--- src/rtl/page_split_ctl.sv ---
module page_split_ctl #(
  parameter int NFRAMES  = 4,
  parameter int TAG_W    = 8,
  parameter int TAU_INIT = NFRAMES / 2
) (
  input  logic                         clk,
  input  logic                         rst_n,
  input  logic                         req_valid,
  input  logic [TAG_W-1:0]             req_tag,
  input  logic                         req_write,
  output logic                         rsp_valid,
  output logic                         rsp_hit,
  output logic [$clog2(NFRAMES)-1:0]   rsp_frame,
  output logic                         rsp_evict,
  output logic [TAG_W-1:0]             rsp_victim_tag,
  output logic                         rsp_writeback,
  output logic [$clog2(NFRAMES+1)-1:0] tau
);
  localparam int FW = $clog2(NFRAMES);
  localparam int TW = $clog2(NFRAMES + 1);
  localparam logic [TW-1:0] TAU_MAX = TW'(NFRAMES);

  logic [NFRAMES-1:0] vld, drt;
  logic [TAG_W-1:0]   tag_q [NFRAMES];
  logic [FW-1:0]      age   [NFRAMES];
  logic [TW-1:0]      tau_q;

  logic          hit, free_any, lru_c_ok;
  logic [FW-1:0] hit_idx, free_idx, lru_c, lru_d, tgt;
  logic [TW-1:0] clean_cnt, dirty_cnt;
  logic          use_clean, evict, wb, tgt_dirty;
  logic [TW-1:0] tau_nx;

  always_comb begin
    hit = 1'b0; hit_idx = '0;
    free_any = 1'b0; free_idx = '0;
    clean_cnt = '0; dirty_cnt = '0;
    lru_c_ok = 1'b0; lru_c = '0;
    lru_d = '0;
    for (int i = NFRAMES - 1; i >= 0; i--) begin
      if (vld[i] && tag_q[i] == req_tag) begin
        hit = 1'b1;
        hit_idx = FW'(i);
      end
      if (!vld[i]) begin
        free_any = 1'b1;
        free_idx = FW'(i);
      end
    end
    for (int i = 0; i < NFRAMES; i++) begin
      if (vld[i] && !drt[i]) begin
        clean_cnt = clean_cnt + 1'b1;
        if (!lru_c_ok || age[i] > age[lru_c]) lru_c = FW'(i);
        lru_c_ok = 1'b1;
      end
      if (vld[i] && drt[i]) begin
        if (dirty_cnt == '0 || age[i] > age[lru_d]) lru_d = FW'(i);
        dirty_cnt = dirty_cnt + 1'b1;
      end
    end
  end

  assign use_clean = (clean_cnt > tau_q) || (dirty_cnt == '0);
  assign evict     = !hit && !free_any;
  assign wb        = evict && !use_clean;
  assign tgt       = hit ? hit_idx : (free_any ? free_idx : (use_clean ? lru_c : lru_d));
  assign tgt_dirty = req_write || (hit && drt[hit_idx]);

  always_comb begin
    tau_nx = tau_q;
    if (hit && !drt[hit_idx] && !req_write && tau_q != TAU_MAX) tau_nx = tau_q + 1'b1;
    if (hit &&  drt[hit_idx] &&  req_write && tau_q != '0)      tau_nx = tau_q - 1'b1;
  end

  always_ff @(posedge clk) begin
    if (!rst_n) begin
      vld   <= '0;
      drt   <= '0;
      tau_q <= TW'(TAU_INIT);
      for (int i = 0; i < NFRAMES; i++) begin
        tag_q[i] <= '0;
        age[i]   <= FW'(i);
      end
    end else if (req_valid) begin
      vld[tgt]   <= 1'b1;
      drt[tgt]   <= tgt_dirty;
      tag_q[tgt] <= req_tag;
      tau_q      <= tau_nx;
      for (int i = 0; i < NFRAMES; i++) begin
        if (FW'(i) == tgt)       age[i] <= '0;
        else if (age[i] < age[tgt]) age[i] <= age[i] + 1'b1;
      end
    end
  end

  always_ff @(posedge clk) begin
    if (!rst_n) begin
      rsp_valid      <= 1'b0;
      rsp_hit        <= 1'b0;
      rsp_frame      <= '0;
      rsp_evict      <= 1'b0;
      rsp_victim_tag <= '0;
      rsp_writeback  <= 1'b0;
    end else begin
      rsp_valid      <= req_valid;
      rsp_hit        <= req_valid && hit;
      rsp_frame      <= req_valid ? tgt : '0;
      rsp_evict      <= req_valid && evict;
      rsp_victim_tag <= (req_valid && evict) ? tag_q[tgt] : '0;
      rsp_writeback  <= req_valid && wb;
    end
  end

  assign tau = tau_q;
endmodule

--- config.mk ---
export PLATFORM = sky130hd
export DESIGN_NAME = page_split_ctl
export DESIGN_NICKNAME = d
export VERILOG_FILES = /design/src/rtl/page_split_ctl.sv
export SDC_FILE = /design/constraint.sdc
export NUM_CORES = 1
export LEC_CHECK = 0
export ABC_AREA = 1
export BUFFER_PORTS_ARGS = -buffer_cell sky130_fd_sc_hd__buf_4
export CAP_MARGIN = 40
export CORE_MARGIN = 2
export CORE_UTILIZATION = 55
export DETAILED_ROUTE_END_ITERATION = 7
export PLACE_DENSITY = 0.75
export REMOVE_ABC_BUFFERS = 1
export SKIP_LAST_GASP = 1
export SLEW_MARGIN = 20
export SYNTH_ARGS = -nofsm -noshare
export SYNTH_HDL_FRONTEND = slang
export SYNTH_SLANG_ARGS = --single-unit
--- constraint.sdc ---
create_clock -name clk -period 3.95 [get_ports clk]
set_input_delay 0.395 -clock clk [delete_from_list [all_inputs] [get_ports clk]]
set_output_delay 0.395 -clock clk [all_outputs]
set_load 0.02 [all_outputs]
==> results.toml <==
[finish]
stdcell_count = 806
layout_commonest_cell = "nand2_1"
syn2layout_area_growth_pct = 30.1
drive_gt1_frac = 0.293
nets = 733
mostFrequentLayoutCells = "nand2_1 (135), inv_1 (74), buf_4 (67)"
n_antenna_cell = 0
multiInputGateArea_sq_um = 2720
seq_area_sq_um = 1700
fillerInstances = 594

[timing]
hold_viol_final = 0
rsz0062_at_grt = "true"
final-setup-viol-count = 87
period_minus_slack_ns = 4.33
slew_headroom = 0.581
tightest_slew_ns = 0.626
worst_slack_ns = -0.378
final_max_slew_viol_count = 0
finalCritPeriodShare = 1.10
timing.fmax_ghz = 0.231
finalClockSkew_ns = 0.00842
setup-tns-final_ns = -20.21

[yosys]
synth.distinct_cells = 34
avgSynthCellArea_sq_um = 7.14
ys_warn_count = 0
syn_inst = 620
ys_ff_latch = 65
ys_seq_area_frac = 0.385
syn_area_sq_um = 4430

[critical_path]
max_stage_delay_ns = 0.45
start_kind = "register"
crit_type = "register to register"
cpMostUsedCell = "nand2_1"
critPathSlowestCell = "edfxtp_1"
required_ns = 4.05
arrival_ns = 4.43
crit_fanout = 5
end_kind = "register"

[detailed_routing]
wl_per_cell_microns = 17.5
final_antenna_net_count = 0
via_per_inst = 5.79
drt_iter0_drc = 537
postRouteWirelength_microns = 14100
dr_total_vias = 4664
drcViolationCount = 0
first_pass_iters = 5

[cts]
cts_tree = "yes"
h-tree-depth = 3
clock_latency_ns = 0.35
cts_num_sinks = 65
cts_root_buffer = "clkbuf_8"
path_clk_slew_ns = 0.08
cts_buffers = 9
postCtsHoldBufs = 0
cts_buffer_depth = 2

[global_route]
grt_max_degree = 23
grt_pass1_vias = 4302
overflow = 0
antenna_found_initial = 0
track_usage = 0.306
grt_pass1_wl_microns = 20900

[min_path]
hold_path_class = "input pin to register"

[power_and_ir_drop]
finalPower_mw = 1.83
powerDensity_nw_per_um2 = 318
p_leak_nw = 2.69
vdd_ir_drop_max_uv = 229

[placed_design]
dp_hpwl_microns = 9350
dp.cells = 778
portBuffers = 28
gp_congestion = 0.959

[floorplan]
core_area_sq_um = 7770
io_pins = 29
die_height_microns = 93.7
rows = 32
fp.dieW_microns = 93.7
initial_core_util = 0.570
dieArea_sq_um = 8780

[status]
status = "finished with violations"
violations = "negative setup slack"

[job]
maxCapViolCount = 0
per-layer routing:
| metal | up-vias | wire, microns | global-route usage |
|---|---|---|---|
| li1 | 2169 | - | - |
| met1 | 2160 | 5620 | 0.411 |
| met2 | 270 | 6760 | 0.498 |
| met3 | 65 | 1280 | 0.0618 |
| met4 | 0 | 478 | 0.0954 |
| met5 | - | 0 | 0 |
area by class of cell:
class | count | share of cell area
inverter | 91 | 0.0602
timing repair buffer | 79 | 0.118
clock buffer | 10 | 0.0239
tap | 102 | 0.0222
multi-input combinational | 453 | 0.472
sequential | 65 | 0.296
clock inverter | 6 | 0.00848
registers in the layout, summed over array words and instances, names as in the netlist:
register / flops
rsp_evict: 1
rsp_valid: 1
rsp_frame: 2
rsp_writeback: 1
tau: 3
age: 8
tag_q: 32
rsp_victim_tag: 8
vld: 4
drt: 4
rsp_hit: 1
critical path, delay by kind of cell (launching register included):
| family | cells | cell delay [ns] |
|---|---|---|
| flip-flops | 1 | 0.45 |
| adder cells (fa/ha/maj) | 3 | 0.90 |
| buffers and inverters | 4 | 0.39 |
| AND/OR/NAND/NOR | 21 | 1.66 |
| AO/OA/AOI/OAI | 5 | 0.68 |
power by group:
part	leakage [nW]	switching, mW	internal [mW]
sequential	0.609	0.0240	0.754
combinational	1.99	0.310	0.191
clock	0.0859	0.297	0.251
total	2.69	0.631	1.20
cells by family after synthesis:
| group | Yosys count | synth area share |
|---|---|---|
| XOR/XNOR | 14 | 0.0277 |
| AO/OA/AOI/OAI | 82 | 0.0992 |
| AND/OR/NAND/NOR | 334 | 0.329 |
| buffers and inverters | 103 | 0.0958 |
| flip-flops | 65 | 0.385 |
| adder cells (fa/ha/maj) | 22 | 0.0639 |
stage by stage:
step / area [sq um] / utilization / hold slack, ns / setup slack (ns)
6_report: 5760 / 0.741 / 0.419 / -0.378
5_1_grt: 5760 / 0.741 / 0.458 / -0.533
4_1_cts: 5470 / 0.705 / 0.400 / -0.0702
3_5_place_dp: 5010 / 0.644 / 0.490 / -0.346
3_3_place_gp: 5010 / 0.644 / 0.483 / -0.116
2_1_floorplan: 4340 / - / 0.457 / -0.396
Yosys cell counts:
library cell / n / area [sq um]
nand4_1: 6 / 37.5
ha_1: 21 / 263
o211ai_1: 1 / 7.51
o21ai_1: 9 / 45.0
dfxtp_1: 25 / 500
buf_2: 2 / 10.0
a31oi_1: 1 / 6.26
buf_4: 1 / 7.51
nand3_2: 5 / 50.1
clkbuf_1: 4 / 15.0
o21bai_1: 3 / 22.5
nand3b_1: 3 / 22.5
nor3_2: 1 / 10.0
a21boi_1: 1 / 7.51
a21oi_2: 4 / 35.0
or2_0: 1 / 6.26
nand2_2: 13 / 81.3
inv_2: 16 / 60.1
xnor2_1: 7 / 61.3
nand2_1: 160 / 601
nand2_4: 1 / 11.3
buf_6: 4 / 45.0
a21oi_1: 35 / 175
o21ai_0: 28 / 140
fa_1: 1 / 20.0
inv_1: 75 / 282
clkbuf_2: 1 / 5.00
or2_2: 1 / 6.26
edfxtp_1: 40 / 1200
nor2_2: 5 / 31.3
nor3_1: 10 / 50.1
xor2_1: 7 / 61.3
nor2_1: 74 / 278
nand3_1: 54 / 270
repair_timing:
item / CTS / global route
pin swaps: 28 / 42
setup buffers: 7 / 3
resized for setup: 55 / 57
gates cloned: 1 / 1
setup endpoints to repair: 85 / 89
path summary, 6_finish.rpt:
path / cells after the start / endpoint / start / slack (ns)
worst min register to register: 2 / drt[0] / drt[0] / 0.51
worst max-delay path: 33 / age[3][1] / age[1][1] / -0.38
worst min-delay path: 3 / tau[2] / rst_n / 0.42
worst max register to register: 33 / age[3][1] / age[1][1] / -0.38
(Power assumes the default switching activity.)
